===== config.mk =====
export PLATFORM = sky130hd
export DESIGN_NAME = pcie_client_regs
export DESIGN_NICKNAME = d
export VERILOG_FILES = /design/src/rtl/pcie_client_pkg.sv /design/src/rtl/pcie_wm16_reg.sv /design/src/rtl/pcie_sync.sv /design/src/rtl/pcie_misc_events.sv /design/src/rtl/pcie_client_regs.sv
export SDC_FILE = /design/constraint.sdc
export NUM_CORES = 1
export LEC_CHECK = 0
export CAP_MARGIN = 20
export CELL_PAD_IN_SITES_DETAIL_PLACEMENT = 1
export CELL_PAD_IN_SITES_GLOBAL_PLACEMENT = 2
export CORE_MARGIN = 8
export CORE_UTILIZATION = 28
export DETAILED_ROUTE_END_ITERATION = 8
export HOLD_SLACK_MARGIN = 0.06
export PLACE_DENSITY = 0.79
export SYNTH_ARGS = -nofsm -noshare
export SYNTH_HDL_FRONTEND = slang
export SYNTH_HIERARCHICAL = 1
export SYNTH_SLANG_ARGS = --single-unit

===== constraint.sdc =====
create_clock -name clk -period 3.6 [get_ports clk]
set_input_delay 1.08 -clock clk [delete_from_list [all_inputs] [get_ports clk]]
set_output_delay 1.08 -clock clk [all_outputs]
set_load 0.1 [all_outputs]

===== src/rtl/pcie_client_pkg.sv =====
package pcie_client_pkg;
  localparam int HALF_W   = 16;
  localparam int REG_W    = 2 * HALF_W;
  localparam int NUM_INTX = 4;
  localparam int OFS_W    = 12;

  localparam logic [OFS_W-1:0] OFS_GEN   = 12'h000;
  localparam logic [OFS_W-1:0] OFS_LSTAT = 12'h008;
  localparam logic [OFS_W-1:0] OFS_MSTAT = 12'h010;
  localparam logic [OFS_W-1:0] OFS_LMASK = 12'h01C;
  localparam logic [OFS_W-1:0] OFS_MMASK = 12'h024;
  localparam logic [OFS_W-1:0] OFS_PWR   = 12'h02C;
  localparam logic [OFS_W-1:0] OFS_HRST  = 12'h180;
  localparam logic [OFS_W-1:0] OFS_LTSSM = 12'h300;

  localparam logic [HALF_W-1:0] IMPL_GEN   = 16'h00FC;
  localparam logic [HALF_W-1:0] IMPL_PWR   = 16'h3001;
  localparam logic [HALF_W-1:0] IMPL_HRST  = 16'h0012;
  localparam logic [HALF_W-1:0] IMPL_LMASK = 16'h00FF;
  localparam logic [HALF_W-1:0] IMPL_MMASK = 16'hFFFF;

  localparam int BIT_LTSSM_EN = 2;
  localparam int BIT_GRANT    = 3;
  localparam int BIT_DLY_EN   = 1;
  localparam int BIT_DONE     = 3;
  localparam int BIT_EV_LINK  = 1;
  localparam int BIT_EV_RST   = 2;
endpackage


===== src/rtl/pcie_wm16_reg.sv =====
module pcie_wm16_reg #(
  parameter int                HALF_W  = 16,
  parameter logic [HALF_W-1:0] IMPL    = '1,
  parameter logic [HALF_W-1:0] RST_VAL = '0
) (
  input  logic                clk,
  input  logic                rst_n,
  input  logic                wr_en,
  input  logic [2*HALF_W-1:0] wdata,
  output logic [HALF_W-1:0]   q
);
  logic [HALF_W-1:0] bit_we;
  logic [HALF_W-1:0] q_nxt;

  always_comb begin
    bit_we = wdata[2*HALF_W-1:HALF_W] & IMPL & {HALF_W{wr_en}};
    q_nxt  = (q & ~bit_we) | (wdata[HALF_W-1:0] & bit_we);
  end

  always_ff @(posedge clk or negedge rst_n) begin
    if (!rst_n) begin
      q <= RST_VAL & IMPL;
    end else if (|bit_we) begin
      q <= q_nxt;
    end
  end

  // a write with an all-zero enable half leaves the register alone
  p_unenabled_kept_r1: assert property (@(posedge clk) disable iff (!rst_n)
    (wr_en && wdata[2*HALF_W-1:HALF_W] == '0) |=> (q == $past(q)));
endmodule


===== src/rtl/pcie_sync.sv =====
module pcie_sync #(
  parameter int STAGES = 2
) (
  input  logic clk,
  input  logic rst_n,
  input  logic d,
  output logic q
);
  logic [STAGES-1:0] st;

  for (genvar s = 0; s < STAGES; s++) begin : g_stage
    if (s == 0) begin : g_first
      always_ff @(posedge clk or negedge rst_n) begin
        if (!rst_n) st[s] <= 1'b0;
        else        st[s] <= d;
      end
    end else begin : g_next
      always_ff @(posedge clk or negedge rst_n) begin
        if (!rst_n) st[s] <= 1'b0;
        else        st[s] <= st[s-1];
      end
    end
  end

  assign q = st[STAGES-1];
endmodule


===== src/rtl/pcie_misc_events.sv =====
module pcie_misc_events #(
  parameter int SYNC_STAGES = 2
) (
  input  logic       clk,
  input  logic       rst_n,
  input  logic       link_up_async,
  input  logic       rst_req,
  input  logic       w1c_en,
  input  logic [1:0] w1c_bits,
  input  logic       dly_en,
  input  logic       done_wr,
  output logic [1:0] ev_stat,
  output logic       hold
);
  logic       lu_sync;
  logic       lu_prev;
  logic       lu_chg;
  logic [1:0] ev_set;
  logic [1:0] ev_clr;
  logic [1:0] stat_nxt;
  logic       hold_nxt;

  pcie_sync #(.STAGES(SYNC_STAGES)) u_sync (
    .clk   (clk),
    .rst_n (rst_n),
    .d     (link_up_async),
    .q     (lu_sync)
  );

  always_ff @(posedge clk or negedge rst_n) begin
    if (!rst_n) lu_prev <= 1'b0;
    else        lu_prev <= lu_sync;
  end

  always_comb begin
    lu_chg   = lu_sync ^ lu_prev;
    ev_set   = {rst_req, lu_chg};
    ev_clr   = w1c_bits & {2{w1c_en}};
    stat_nxt = (ev_stat & ~ev_clr) | ev_set;
    hold_nxt = hold;
    if (dly_en && rst_req) hold_nxt = 1'b1;
    else if (done_wr)      hold_nxt = 1'b0;
  end

  always_ff @(posedge clk or negedge rst_n) begin
    if (!rst_n) begin
      ev_stat <= 2'b00;
    end else if ((|ev_set) || (|ev_clr)) begin
      ev_stat <= stat_nxt;
    end
  end

  always_ff @(posedge clk or negedge rst_n) begin
    if (!rst_n) begin
      hold <= 1'b0;
    end else if ((dly_en && rst_req) || done_wr) begin
      hold <= hold_nxt;
    end
  end

  // a reset request always leaves its status bit set, even under a clear
  p_event_wins_r4: assert property (@(posedge clk) disable iff (!rst_n)
    rst_req |=> ev_stat[1]);

  // a request with the delay enabled always leads to a hold
  p_hold_set_r7: assert property (@(posedge clk) disable iff (!rst_n)
    (dly_en && rst_req) |=> hold);

  // the hold only ends through a done write
  p_hold_keep_r7: assert property (@(posedge clk) disable iff (!rst_n)
    (hold && !done_wr) |=> hold);
endmodule


===== src/rtl/pcie_client_regs.sv =====
module pcie_client_regs
  import pcie_client_pkg::*;
#(
  parameter int ADDR_W      = 12,
  parameter int SYNC_STAGES = 2
) (
  input  logic              clk,
  input  logic              rst_n,
  input  logic              psel,
  input  logic              penable,
  input  logic              pwrite,
  input  logic [ADDR_W-1:0] paddr,
  input  logic [REG_W-1:0]  pwdata,
  output logic [REG_W-1:0]  prdata,
  input  logic [NUM_INTX-1:0] intx_in,
  input  logic              link_up_in,
  input  logic              rst_req_in,
  input  logic [5:0]        ltssm_state_in,
  input  logic [1:0]        link_status_in,
  output logic              ltssm_en_o,
  output logic [3:0]        mode_o,
  output logic              rst_grant_o,
  output logic              clkreq_ready_o,
  output logic [1:0]        clkreq_pd_o,
  output logic              link_up_o,
  output logic              legacy_irq_o,
  output logic              sys_irq_o
);
  logic                wr;
  logic                wr_gen, wr_pwr, wr_hrst, wr_lmask, wr_mmask, wr_mstat;
  logic                done_wr;
  logic [HALF_W-1:0]   gen_q, pwr_q, hrst_q, lmask_q, mmask_q;
  logic [NUM_INTX-1:0] intx_q;
  logic [1:0]          ev_stat;
  logic                hold;

  always_comb begin
    wr       = psel && penable && pwrite;
    wr_gen   = wr && (paddr == ADDR_W'(OFS_GEN));
    wr_pwr   = wr && (paddr == ADDR_W'(OFS_PWR));
    wr_hrst  = wr && (paddr == ADDR_W'(OFS_HRST));
    wr_lmask = wr && (paddr == ADDR_W'(OFS_LMASK));
    wr_mmask = wr && (paddr == ADDR_W'(OFS_MMASK));
    wr_mstat = wr && (paddr == ADDR_W'(OFS_MSTAT));
    done_wr  = wr_hrst && pwdata[BIT_DONE] && pwdata[BIT_DONE+HALF_W];
  end

  pcie_wm16_reg #(.HALF_W(HALF_W), .IMPL(IMPL_GEN), .RST_VAL(16'h0000)) u_gen (
    .clk(clk), .rst_n(rst_n), .wr_en(wr_gen), .wdata(pwdata), .q(gen_q));
  pcie_wm16_reg #(.HALF_W(HALF_W), .IMPL(IMPL_PWR), .RST_VAL(16'h0000)) u_pwr (
    .clk(clk), .rst_n(rst_n), .wr_en(wr_pwr), .wdata(pwdata), .q(pwr_q));
  pcie_wm16_reg #(.HALF_W(HALF_W), .IMPL(IMPL_HRST), .RST_VAL(16'h0000)) u_hrst (
    .clk(clk), .rst_n(rst_n), .wr_en(wr_hrst), .wdata(pwdata), .q(hrst_q));
  pcie_wm16_reg #(.HALF_W(HALF_W), .IMPL(IMPL_LMASK), .RST_VAL(16'hFFFF)) u_lmask (
    .clk(clk), .rst_n(rst_n), .wr_en(wr_lmask), .wdata(pwdata), .q(lmask_q));
  pcie_wm16_reg #(.HALF_W(HALF_W), .IMPL(IMPL_MMASK), .RST_VAL(16'hFFFF)) u_mmask (
    .clk(clk), .rst_n(rst_n), .wr_en(wr_mmask), .wdata(pwdata), .q(mmask_q));

  pcie_misc_events #(.SYNC_STAGES(SYNC_STAGES)) u_ev (
    .clk           (clk),
    .rst_n         (rst_n),
    .link_up_async (link_up_in),
    .rst_req       (rst_req_in),
    .w1c_en        (wr_mstat),
    .w1c_bits      ({pwdata[BIT_EV_RST], pwdata[BIT_EV_LINK]}),
    .dly_en        (hrst_q[BIT_DLY_EN]),
    .done_wr       (done_wr),
    .ev_stat       (ev_stat),
    .hold          (hold)
  );

  always_ff @(posedge clk or negedge rst_n) begin
    if (!rst_n) intx_q <= '0;
    else        intx_q <= intx_in;
  end

  always_comb begin
    ltssm_en_o     = gen_q[BIT_LTSSM_EN] && !hold;
    mode_o         = gen_q[7:4];
    rst_grant_o    = gen_q[BIT_GRANT];
    clkreq_ready_o = pwr_q[0];
    clkreq_pd_o    = pwr_q[13:12];
    link_up_o      = (link_status_in == 2'b11);
    legacy_irq_o   = |(intx_q & ~lmask_q[NUM_INTX-1:0]);
    sys_irq_o      = |(ev_stat & ~{mmask_q[BIT_EV_RST], mmask_q[BIT_EV_LINK]});
  end

  always_comb begin
    prdata = '0;
    case (paddr)
      ADDR_W'(OFS_GEN):   prdata[HALF_W-1:0] = gen_q;
      ADDR_W'(OFS_LSTAT): prdata[NUM_INTX-1:0] = intx_q;
      ADDR_W'(OFS_MSTAT): prdata[BIT_EV_RST:BIT_EV_LINK] = ev_stat;
      ADDR_W'(OFS_LMASK): prdata[HALF_W-1:0] = lmask_q;
      ADDR_W'(OFS_MMASK): prdata[HALF_W-1:0] = mmask_q;
      ADDR_W'(OFS_PWR):   prdata[HALF_W-1:0] = pwr_q;
      ADDR_W'(OFS_HRST):  prdata[HALF_W-1:0] = hrst_q;
      ADDR_W'(OFS_LTSSM): prdata = {14'b0, link_status_in, 10'b0, ltssm_state_in};
      default:            prdata = '0;
    endcase
  end

  // while held, training stays disabled
  p_held_low_r7: assert property (@(posedge clk) disable iff (!rst_n)
    hold |-> !ltssm_en_o);

  // fully masked legacy sources never interrupt
  p_legacy_masked_r3: assert property (@(posedge clk) disable iff (!rst_n)
    (&lmask_q[NUM_INTX-1:0]) |-> !legacy_irq_o);

  // with both event bits masked the system interrupt stays low
  p_sys_masked_r5: assert property (@(posedge clk) disable iff (!rst_n)
    (mmask_q[BIT_EV_LINK] && mmask_q[BIT_EV_RST]) |-> !sys_irq_o);

  // status bits only appear after an event
  p_stat_rise_r4: assert property (@(posedge clk) disable iff (!rst_n)
    $rose(ev_stat[1]) |-> $past(rst_req_in));
endmodule


* Yosys cells after proc, flatten, opt, wreduce, memory -nomap -nowiden
Index checks and enable logic that the tools add are counted.
** Cells by class
- Eq/ne operators :: 8
- Mux-type cells :: 7
- Bitwise operators :: 34
- Reductions and logical operators :: 27
** Operators with widths (count)
- 16-bit bitwise AND :: 11
- 16-bit inverter :: 5
- 16-bit OR :: 5
- 16-bit OR reduction :: 5
- 12-bit case mux with 6 select lines :: 1
- 8-bit by 16-bit bitwise AND with 16-bit output :: 2
- 12-bit by 5-bit equality test with 1-bit output (second input constant) :: 2
- 12-bit by 6-bit equality test with 1-bit output (second input constant) :: 2
- 14-bit by 16-bit bitwise AND with 16-bit output :: 1
- 5-bit by 16-bit bitwise AND with 16-bit output :: 1
- 2-bit case mux with 8 select lines :: 1
- 1-bit case mux with 7 select lines :: 2
- 12-bit by 10-bit equality test with 1-bit output (second input constant) :: 1
- 12-bit by 4-bit equality test with 1-bit output (second input constant) :: 1
- 12-bit by 9-bit equality test with 1-bit output (second input constant) :: 1
- 1-bit logical AND :: 12
- 12-bit zero test :: 1
- 2-bit bitwise AND :: 3
- 2-bit OR reduction :: 3
- 4-bit bitwise AND :: 1
- 2-bit inverter :: 2
- 4-bit inverter :: 1
- 4-bit OR reduction :: 1
- 2-bit equality test (second input constant) :: 1
- 8 further kinds :: 10
** Storage, ports and cells
- Flip-flop bits (word level) :: 90
- Input port bits :: 63
- Word-level logic and storage cells :: 87

* Longest topological paths before layout
Gate-level depths: netlist (run 1).
- Depth after elaboration :: 7
- Mapped depth :: 8

* Cells and area by module
The synthesis (run 1) kept the hierarchy.
** Modules (own cells, without submodules)
- pcie_client_regs :: times used 1, cells each 173, area an instance 1179.9 sq um
- pcie_wm16_reg (u_mmask) :: times used 1, cells each 50, area an instance 720.7 sq um
- pcie_wm16_reg (u_lmask) :: times used 1, cells each 34, area an instance 435.4 sq um
- pcie_wm16_reg (u_gen) :: times used 1, cells each 29, area an instance 341.6 sq um
- pcie_wm16_reg (u_pwr) :: times used 1, cells each 23, area an instance 232.7 sq um
- pcie_wm16_reg (u_hrst) :: times used 1, cells each 21, area an instance 196.4 sq um
- pcie_misc_events :: times used 1, cells each 12, area an instance 143.9 sq um
- pcie_sync :: times used 1, cells each 2, area an instance 50.0 sq um

* Least setup slack after synthesis (run 1)
No wires, ideal clock.
- Path kind :: input -> output
- Start point :: input port paddr[7]
- End point :: output port prdata[14]
- Arrival :: 4169 ps
- Required time :: 2520 ps
- Setup slack :: -1649 ps
- Stages :: 4
- Buffers on the path :: 0
- Path through :: or4_4 > nor3_2 > nand4_1 > o21ai_0
** On the way
- Longest elaborated chain between the ends :: 2
- Elaborated cells between the ends (all ways) :: 7
- Classes of those cells :: eq/ne (5); mux (1); reduce/logical (1)
** RTL lines
- start, declared :: RTL line pcie_client_regs.sv:12 : input logic [ADDR_W-1:0] paddr,
- 12-bit by 10-bit equality test with 1-bit output, or another cell as far along :: RTL line pcie_client_regs.sv:90 : case (paddr)
- 12-bit case mux with 6 select lines (*) :: RTL line pcie_client_regs.sv:90
- end, declared :: RTL line pcie_client_regs.sv:14 : output logic [REG_W-1:0] prdata,
Mark *: on every way between the ends. The rest lies on a longest branch, timed or not.

* Final worst setup path (run 1)
- Start point :: input port paddr[10]
- End point :: output port prdata[1]
** On the way
- Longest elaborated chain between the ends :: 2
- Elaborated cells between the ends (all ways) :: 9
- Classes of those cells :: eq/ne (7); mux (1); reduce/logical (1)
** RTL lines (RTL line)
- 12-bit by 10-bit equality test with 1-bit output, or another cell as far along :: pcie_client_regs.sv:90
- 2-bit case mux with 8 select lines (*) :: pcie_client_regs.sv:90
Marks and branches as above.

==> results.cfg, run 1 <==
[setup_path]
crit_path_max_fanout = 4
cp_slowest_stage_delay_ps = 560
timing.critical_path.required_ps = 2520
list_of_cells_traversed_by_the_critical_path = buf_6 -> or4_4 -> nor3_4 -> nand4_1 -> or2_1 -> nand4_1 -> buf_12
crit_path_arrival_time_ps = 2810
critPathBufInv = 2
critical_path.endpoint_type = output pin
worstSetupStartpointType = input port
most_common_cell_on_crit_path = sky130_fd_sc_hd__nand4_1
critical-path-slowest-cell = sky130_fd_sc_hd__or4_4
criticalPathCategory = in2out
critPathTopFamily = simple AND/OR/NAND/NOR gates

[layout]
multi_input_area_um2 = 2070
antennaDiodeCount = 0
post_route_cells_drive_above_1_share_pct = 40.8
final_common_cell = sky130_fd_sc_hd__conb_1
finalNetCount = 545
areaGrowthSynthToFinish_pct = 57.2
fin_cells = 626
final_cell_mix = sky130_fd_sc_hd__conb_1 (59), sky130_fd_sc_hd__buf_4 (57), sky130_fd_sc_hd__clkdlybuf4s50_1 (49)
finish.utilization_pct = 45.2
area.sequential_um2 = 1160
filler_cell_count = 1273

[synth]
synth_area_um2 = 3300
ys_dominant_reg_cell = sky130_fd_sc_hd__dfstp_2
ys_types = 44
syn-instance-count = 344
proportion_of_synthesized_chip_area_in_sequential_cells_pct = 35.0
yosys_register_bits = 45
synth_enable_flop_cells = 0
postSynth.asyncResetShare_pct = 100
postSynthAreaPerCell_um2 = 9.59
yosysWarningCount = 6

[floorplanning]
design.core.area_um2 = 11500
die_height_um = 125
die_area_um2 = 15500
rows = 39
io-pin-count = 107
die_width_um = 125
floorplan.initialDensity_pct = 28.8

[sta]
timing.final.crit_share_pct = 108
final.setup.worst_slack_ps = -290
max_freq_mhz = 257
finalHoldViolCount = 0
final_max_slew_viol_count = 0
layout_min_cycle_time_ps = 3890
rsz_0062_raised_after_global_routing = true
final-setup-viol-count = 18
timing.hold.ws_ps = 350
fin_worst_skew_ps = 0.361

[job]
max_cap_violations = 0

[grt]
grt_first_pass_wirelength_um = 18100
groute.usage.overall_pct = 14.4
grt_start_max_net_pins = 46
antenna_found_initial = 0
grt_remaining_overflow = 0
grt_pass1_vias = 3341

[clock_network]
clkSinkCount = 45
insertion_delay_to_the_later_sink_of_the_worst_skew_pair_ps = 280
worst_setup_hold_path_clk_slew_ps = 60
cts_buffer_depth = 2
clock_root_buffer = sky130_fd_sc_hd__clkbuf_16
ctsHtreeMaxLevel = 2
cts_tree = done
tritoncts.num_buffers = 5

[route]
first_pass_iters = 4
via_total_after_detailed_routing = 2887
detail_route.drc_violations = 0
totalWireLength_um = 11400
dr.first_iter.drc_count = 59
vias_per_cell = 4.61
detail-route-antenna-nets = 0
drt-wirelength-per-cell_um = 18.2

[hold_path]
worst_hold_path_type = reg2reg

[power]
fin_total_pwr_mw = 1.24
ir_drop_v = 0.000162
leakage_nw = 2.21
power.density_cell_area_nw_per_um2 = 239

[placed_design]
portBuffers = 92
post-dp-hpwl_um = 8930
place_inst = 610
gpl.final_weighted_congestion = 0.832

[status]
status = finished with violations
failed_checks = negative setup slack
[routing by layer]
metal,track usage (%),up-vias,routed length [um]
li1,-,1362,-
met3,2.47,18,456
met5,0,-,0
met2,24.4,93,5530
met4,5.46,0,316
met1,17.6,1414,5090
[report_power, final]
part | switching [mW] | internal (mW) | total, mW | leakage, nW
clock | 0.206 | 0.259 | 0.465 | 0.0641
combinational | 0.155 | 0.104 | 0.260 | 1.63
sequential | 0.00201 | 0.511 | 0.513 | 0.509
total | 0.364 | 0.874 | 1.24 | 2.20
[area by class of cell]
class                   count  share of cell area, %
multi-input cells         271                   40.0
flip-flops and latches     45                   22.3
repair buffers            149                   30.8
clock inverters             1                  0.145
inverters                  10                  0.724
well taps                 143                   3.45
clock buffers               7                   2.56
[cells in the mapped netlist (4+ instances only)]
master / number / area share [%]
sky130_fd_sc_hd__nor3_1: 9 / 1.4
sky130_fd_sc_hd__mux2_4: 29 / 13
sky130_fd_sc_hd__dfrtp_1: 21 / 16
sky130_fd_sc_hd__buf_4: 59 / 13
sky130_fd_sc_hd__buf_2: 5 / 0.76
sky130_fd_sc_hd__mux2i_1: 17 / 5.2
sky130_fd_sc_hd__a21oi_1: 15 / 2.3
sky130_fd_sc_hd__mux2_2: 7 / 2.4
sky130_fd_sc_hd__dfstp_2: 24 / 19
sky130_fd_sc_hd__inv_1: 10 / 1.1
sky130_fd_sc_hd__clkbuf_1: 5 / 0.57
sky130_fd_sc_hd__o22ai_1: 14 / 2.7
sky130_fd_sc_hd__nand2_1: 48 / 5.5
sky130_fd_sc_hd__a22oi_1: 13 / 3.0
sky130_fd_sc_hd__nor2_1: 15 / 1.7
sky130_fd_sc_hd__conb_1: 5 / 0.57
sky130_fd_sc_hd__nand3_1: 4 / 0.61
sky130_fd_sc_hd__nor2b_1: 5 / 0.95
[worst paths after layout]
| path | start | end | slack, ps | cells past startpoint |
|---|---|---|---|---|
| worst max-delay path | paddr[10] | prdata[1] | -290 | 7 |
| worst min register to register | u_ev/u_sync/st[0]$_DFF_PN0_ | u_ev/u_sync/q$_DFF_PN0_ | 350 | 0 |
| max in group asynchronous | rst_n | async pin | 2330 | 2 |
| min in group asynchronous | rst_n | u_ev/u_sync/st[0]$_DFF_PN0_ | 700 | 1 |
| worst min-delay path | u_ev/u_sync/st[0]$_DFF_PN0_ | u_ev/u_sync/q$_DFF_PN0_ | 350 | 0 |
| worst max register to register | flip-flop | flip-flop | 2790 | 1 |
[stage by stage]
| step | area (um^2) | TNS [ps] | worst slack, ps |
|---|---|---|---|
| after floorplan | 3720 | -5450 | -527 |
| after global placement | 4850 | -11390 | -682 |
| after detailed placement | 4850 | -15030 | -742 |
| after CTS | 5120 | -3880 | -333 |
| after global routing | 5190 | -4260 | -361 |
| final | 5190 | -3260 | -290 |
[kinds of logic after synthesis]
| logic type | after synthesis | synth area share [%] |
|---|---|---|
| AOI/OAI and AO/OA | 58 | 11.9 |
| other | 5 | 0.569 |
| and+or+nand+nor | 100 | 14.6 |
| muxes | 53 | 20.7 |
| buffers and inverters | 82 | 16.9 |
| DFF | 45 | 35.0 |
| xor gates and xnor gates | 1 | 0.265 |
[what timing repair did]
item	CTS	global route
hold buffers	0	0
buffers inserted	5	1
endpoints found under the setup margin	18	18
pin swaps	18	11
gates cloned	0	1
resized for setup	60	8
Power figures use the tool's default switching activity.
==> inputs of run 2 (changes only) <==
--- a/config.mk
+++ b/config.mk
@@ -8,11 +8,13 @@
 export CAP_MARGIN = 20
 export CELL_PAD_IN_SITES_DETAIL_PLACEMENT = 1
 export CELL_PAD_IN_SITES_GLOBAL_PLACEMENT = 2
+export CORE_ASPECT_RATIO = 1.1
 export CORE_MARGIN = 8
 export CORE_UTILIZATION = 28
 export DETAILED_ROUTE_END_ITERATION = 8
 export HOLD_SLACK_MARGIN = 0.06
 export PLACE_DENSITY = 0.79
+export SLEW_MARGIN = 40
 export SYNTH_ARGS = -nofsm -noshare
 export SYNTH_HDL_FRONTEND = slang
 export SYNTH_HIERARCHICAL = 1
==> run 2 against run 1 <==
The run still ends with negative setup slack left. Sequential share of layout area is 0.16 points higher. Clock power is 2% higher. Largest power group unchanged. Wire length is 4.8% lower. Fmax is 0.98% higher. First-iteration DRC count is 46% higher. Cell area is 0.72% lower.
==> results.cfg, run 2 (synthesized netlist as in run 1, its figures left out) <==
[status]
status = finished with violations
failed_checks = negative setup slack

[placed_design]
portBuffers = 92
post-dp-hpwl_um = 8740
gpl.final_weighted_congestion = 0.819
place_inst = 619

[grt]
grt_remaining_overflow = 0
met3_usage_pct = 2.76
groute.layer.met2.usage_pct = 25.2
global_route.usage.met1_pct = 16.2
groute.usage.overall_pct = 14.0
antenna_found_initial = 0
grt_first_pass_wirelength_um = 17100
global_route.peak_usage_layer = met2
grt_pass1_vias = 3320
grt_start_max_net_pins = 46

[clock_network]
ctsHtreeMaxLevel = 2
clock_root_buffer = sky130_fd_sc_hd__clkbuf_16
worst_setup_hold_path_clk_slew_ps = 60
clkSinkCount = 45
insertion_delay_to_the_later_sink_of_the_worst_skew_pair_ps = 290
cts_tree = done
cts_buffer_depth = 2
postCtsHoldBufs = 0
tritoncts.num_buffers = 5

[route]
via_total_after_detailed_routing = 2852
first_pass_iters = 4
totalWireLength_um = 10800
detail_route.drc_violations = 0
drt-wirelength-per-cell_um = 17.1
detail-route-antenna-nets = 0
dr.first_iter.drc_count = 86
vias_per_cell = 4.51

[hold_path]
worst_hold_path_type = reg2reg

[floorplanning]
die_area_um2 = 15500
die_width_um = 120
die_height_um = 130
design.core.area_um2 = 11500
rows = 41
io-pin-count = 107
floorplan.initialDensity_pct = 28.7

[setup_path]
worst_setup_path_startpoint = paddr[5]
critical-path-slowest-cell = sky130_fd_sc_hd__or4_4
cp_slowest_stage_delay_ps = 540
critPathBufInv = 2
critical_path.endpoint_type = output pin
r2r_slack_ps = 2800
critPathTopFamily = simple AND/OR/NAND/NOR gates
list_of_cells_traversed_by_the_critical_path = buf_6 -> or4_4 -> or3_4 -> or2_4 -> o221ai_4 -> buf_12
reg2reg_depth = 1
worstSetupStartpointType = input port
timing.critical_path.required_ps = 2520
crit_end = prdata[0]
crit_path_max_fanout = 3
crit_cells = 6
criticalPathCategory = in2out
crit_path_arrival_time_ps = 2770

[layout]
final_common_cell = sky130_fd_sc_hd__buf_4
post_route_cells_drive_above_1_share_pct = 40.2
final_cell_mix = sky130_fd_sc_hd__buf_4 (62), sky130_fd_sc_hd__conb_1 (59), sky130_fd_sc_hd__clkdlybuf4s50_1 (49)
areaGrowthSynthToFinish_pct = 56.0
fin_cells = 633
finalNetCount = 545
antennaDiodeCount = 0
filler_cell_count = 1341

[sta]
setup_total_negative_slack_ps = -2630
timing.final.crit_share_pct = 107
worst_slew_margin_relative_to_its_limit_pct = 60.7
final_max_slew_viol_count = 0
rsz_0062_raised_after_global_routing = true
worstMarginPinSlew_ps = 590
fin_worst_skew_ps = 0.932
final.setup.worst_slack_ps = -252
max_freq_mhz = 260
finalHoldViolCount = 0
final-setup-viol-count = 18
layout_min_cycle_time_ps = 3850

[power]
leakage_nw = 2.21
ir_drop_v = 0.000154
power.density_cell_area_nw_per_um2 = 241

[job]
max_cap_violations = 0
==> run 2: changes by cell type in the layout (fill, tap and decap cells not counted), sizes merged <==
cell	before	now
dlymetal6s2s	0	1
dlygate4sd2	4	3
clkdlybuf4s15	0	1
clkbuf	9	8
==> run 2: layout make-up <==
class | instances | area, um^2 | area share (%)
Multi-Input combinational cell | 271 | 2060 | 40.1
Timing Repair Buffer | 149 | 1550 | 30.2
Sequential cell | 45 | 1160 | 22.4
Tap cell | 150 | 188 | 3.64
Clock buffer | 7 | 143 | 2.77
Inverter | 10 | 37.5 | 0.729
Clock inverter | 1 | 7.51 | 0.146
==> run 2: where the power goes <==
group          total, mW  internal (mW)  switching [mW]
Sequential         0.514          0.511         0.00220
Combinational      0.255          0.102           0.153
Clock              0.472          0.277           0.195
Total               1.24          0.890           0.350
==> run 2: repair_timing <==
action                                 4_1_cts  5_1_grt
endpoints found under the hold margin        0        0
resized for setup                           51       12
setup endpoints to repair                   18       18
setup buffers                                4        2
pin swaps                                   14        9
==> run 2: worst min path at each step <==
stage                                     start                 endpoint  slack (ps)  depth (start not counted)
CTS                 u_ev/u_sync/st[0]$_DFF_PN0_  u_ev/u_sync/q$_DFF_PN0_         350                          0
finish              u_ev/u_sync/st[0]$_DFF_PN0_  u_ev/u_sync/q$_DFF_PN0_         350                          0
global placement    u_ev/u_sync/st[0]$_DFF_PN0_  u_ev/u_sync/q$_DFF_PN0_         330                          0
detailed placement  u_ev/u_sync/st[0]$_DFF_PN0_  u_ev/u_sync/q$_DFF_PN0_         340                          0
global route        u_ev/u_sync/st[0]$_DFF_PN0_  u_ev/u_sync/q$_DFF_PN0_         370                          0
floorplan           u_ev/u_sync/st[0]$_DFF_PN0_  u_ev/u_sync/q$_DFF_PN0_         330                          0
==> run 2: metal layers <==
layer,vias to the layer above,share of wire (%),wire length (um)
met3,17,3.7,396
met5,-,0,0
met2,71,51,5580
met1,1394,42,4610
li1,1370,-,-
met4,0,2.4,265
==> run 2: per-stage QoR <==
step | hold slack [ps] | instance area (um^2) | utilization [%] | worst slack, ps | power (mW)
3_3_place_gp | 333 | 4850 | 42.2 | -577 | 0.766
6_report | 352 | 5150 | 44.8 | -252 | 1.24
5_1_grt | 367 | 5150 | 44.8 | -279 | 1.29
2_1_floorplan | 331 | 3720 | - | -527 | 0.688
4_1_cts | 354 | 5100 | 44.3 | -339 | 1.25
3_5_place_dp | 339 | 4850 | 42.2 | -608 | 0.770
==> inputs of run 3 (changes only) <==
--- a/config.mk
+++ b/config.mk
@@ -5,12 +5,14 @@
 export SDC_FILE = /design/constraint.sdc
 export NUM_CORES = 1
 export LEC_CHECK = 0
+export ABC_CLOCK_PERIOD_IN_PS = 3600
 export CAP_MARGIN = 20
 export CELL_PAD_IN_SITES_DETAIL_PLACEMENT = 1
 export CELL_PAD_IN_SITES_GLOBAL_PLACEMENT = 2
 export CORE_ASPECT_RATIO = 1.1
-export CORE_MARGIN = 8
+export CORE_MARGIN = 5
 export CORE_UTILIZATION = 28
+export CTS_CLUSTER_DIAMETER = 200
 export DETAILED_ROUTE_END_ITERATION = 8
 export HOLD_SLACK_MARGIN = 0.06
 export PLACE_DENSITY = 0.79
==> run 3 against run 2 <==
First-iteration DRC count is 52% higher. Critical path depth did not move. The run still ends with negative setup slack left. Die area decreased by 9.4%. Via count shrank 2.3%. Cell area about the same. Global-route usage up 0.77 points. Register-to-register slack hardly changed. Count of clock-buffer cells in the layout shrank 2. Clock skew rose by 4.2 ps. Non-clock buffer count decreased by 1. Critical endpoint unchanged. Sequential cell count did not move. Wire length down 3.9%.
==> results.cfg, run 3 (synthesized netlist as in run 1, its figures left out) <==
[grt]
grt_remaining_overflow = 0
antenna_found_initial = 0
global_route.peak_usage_layer = met2
met3_usage_pct = 2.92
groute.usage.overall_pct = 14.8
grt_first_pass_wirelength_um = 16100
groute.layer.met2.usage_pct = 28.2
grt_pass1_vias = 3114
global_route.usage.met1_pct = 16.9
grt_start_max_net_pins = 43

[setup_path]
r2r_slack_ps = 2790
reg2reg_depth = 1
timing.critical_path.required_ps = 2520
crit_path_max_fanout = 3
worstSetupStartpointType = input port
criticalPathCategory = in2out
critical_path.endpoint_type = output pin
crit_path_arrival_time_ps = 2760

[layout]
areaGrowthSynthToFinish_pct = 56.0
final_cell_mix = sky130_fd_sc_hd__conb_1 (59), sky130_fd_sc_hd__buf_4 (59), sky130_fd_sc_hd__clkdlybuf4s50_1 (50)
area.sequential_um2 = 1160
antennaDiodeCount = 0
finalNetCount = 544
post_route_cells_drive_above_1_share_pct = 40.9
multi_input_area_um2 = 2070
filler_cell_count = 1306

[clock_network]
ctsHtreeMaxLevel = 2
clkSinkCount = 45
insertion_delay_to_the_later_sink_of_the_worst_skew_pair_ps = 290
tritoncts.num_buffers = 5
cts_buffer_depth = 2
cts_tree = done
clock_root_buffer = sky130_fd_sc_hd__clkbuf_16
worst_setup_hold_path_clk_slew_ps = 60

[power]
ir_drop_v = 0.000163
leakage_nw = 2.19
power.density_cell_area_nw_per_um2 = 240
fin_total_pwr_mw = 1.24

[route]
drt-wirelength-per-cell_um = 16.5
via_total_after_detailed_routing = 2786
totalWireLength_um = 10400
detail-route-antenna-nets = 0
detail_route.drc_violations = 0
first_pass_iters = 4
dr.first_iter.drc_count = 131
vias_per_cell = 4.41

[sta]
final_max_slew_viol_count = 0
max_freq_mhz = 260
timing.final.crit_share_pct = 107
layout_min_cycle_time_ps = 3840
rsz_0062_raised_after_global_routing = true
fin_worst_skew_ps = 5.18
worst_slew_margin_relative_to_its_limit_pct = 62.7
final-setup-viol-count = 18
finalHoldViolCount = 0
final.setup.worst_slack_ps = -244
worstMarginPinSlew_ps = 560

[status]
failed_checks = negative setup slack
status = finished with violations

[floorplanning]
design.core.area_um2 = 11500
die_height_um = 124
die_width_um = 114
io-pin-count = 107
die_area_um2 = 14100
floorplan.initialDensity_pct = 28.7
rows = 41

[hold_path]
worst_hold_path.num_cells = 0
min_delay_worst_endpoint = u_ev/u_sync/q$_DFF_PN0_
worst_hold_path_type = reg2reg
min_from = u_ev/u_sync/st[0]$_DFF_PN0_

[placed_design]
portBuffers = 92
gpl.final_weighted_congestion = 0.832
preCtsSetupSlack_ps = -583
post-dp-hpwl_um = 8410

[job]
max_cap_violations = 0
run 3: cell types whose count changed in the layout (fill, tap and decap cells not counted), sizes merged:
cell	delta
dlymetal6s2s	-1
buf	-1
clkdlybuf4s15	+2
clkdlybuf4s50	+1
dlygate4sd2	-1
inv	+1
clkinv	+1
clkbuf	-3
run 3: layout make-up:
class                   count  area share, %
well taps                 150           3.65
repair buffers            148           30.1
clock inverters             3          0.413
multi-input cells         271           40.3
clock buffers               5           2.43
flip-flops and latches     45           22.5
inverters                  10          0.729
run 3: worst max-delay path by stage:
| stage | from | end | depth (start not counted) |
|---|---|---|---|
| 2_1_floorplan | paddr[7] | prdata[1] | 5 |
| 3_3_place_gp | paddr[4] | prdata[0] | 6 |
| 3_5_place_dp | paddr[4] | prdata[0] | 6 |
| 4_1_cts | paddr[0] | prdata[0] | 6 |
| 5_1_grt | paddr[10] | prdata[1] | 8 |
| 6_report | paddr[5] | prdata[0] | 6 |
run 3: repair_timing:
| action | in CTS | in global routing |
|---|---|---|
| endpoints found under the setup margin | 18 | 18 |
| gates resized for setup | 49 | 13 |
| pin swaps | 19 | 12 |
| hold buffers | 0 | 0 |
| setup buffers | 3 | 4 |
run 3: where the power goes:
group	internal [mW]	switching [mW]	total [mW]	leakage (nW)
clock network	0.259	0.211	0.470	0.0702
registers	0.511	0.00221	0.513	0.509
logic	0.101	0.151	0.252	1.61
total	0.871	0.364	1.24	2.19
run 3: per-stage QoR:
step	instance area (um^2)	hold WS (ps)	TNS, ps	cells	util (%)
floorplan	3720	331	-5450	398	-
finish	5150	349	-2070	632	44.8
global route	5150	366	-3230	632	44.8
global placement	4850	332	-9750	617	42.2
detailed placement	4850	337	-10030	617	42.2
CTS	5070	352	-3290	628	44.1
run 3: worst max-delay path, stage by stage:
cell                       delay (ps)
sky130_fd_sc_hd__buf_6             90
sky130_fd_sc_hd__or4_4            530
sky130_fd_sc_hd__or3_4            370
sky130_fd_sc_hd__or2_4            280
sky130_fd_sc_hd__o221ai_4         200
sky130_fd_sc_hd__buf_12           200
run 3: per-layer routing:
| layer | up-vias | wire, um |
|---|---|---|
| li1 | 1352 | - |
| met1 | 1353 | 4250 |
| met2 | 72 | 5620 |
| met3 | 9 | 461 |
| met4 | 0 | 91 |
| met5 | - | 0 |
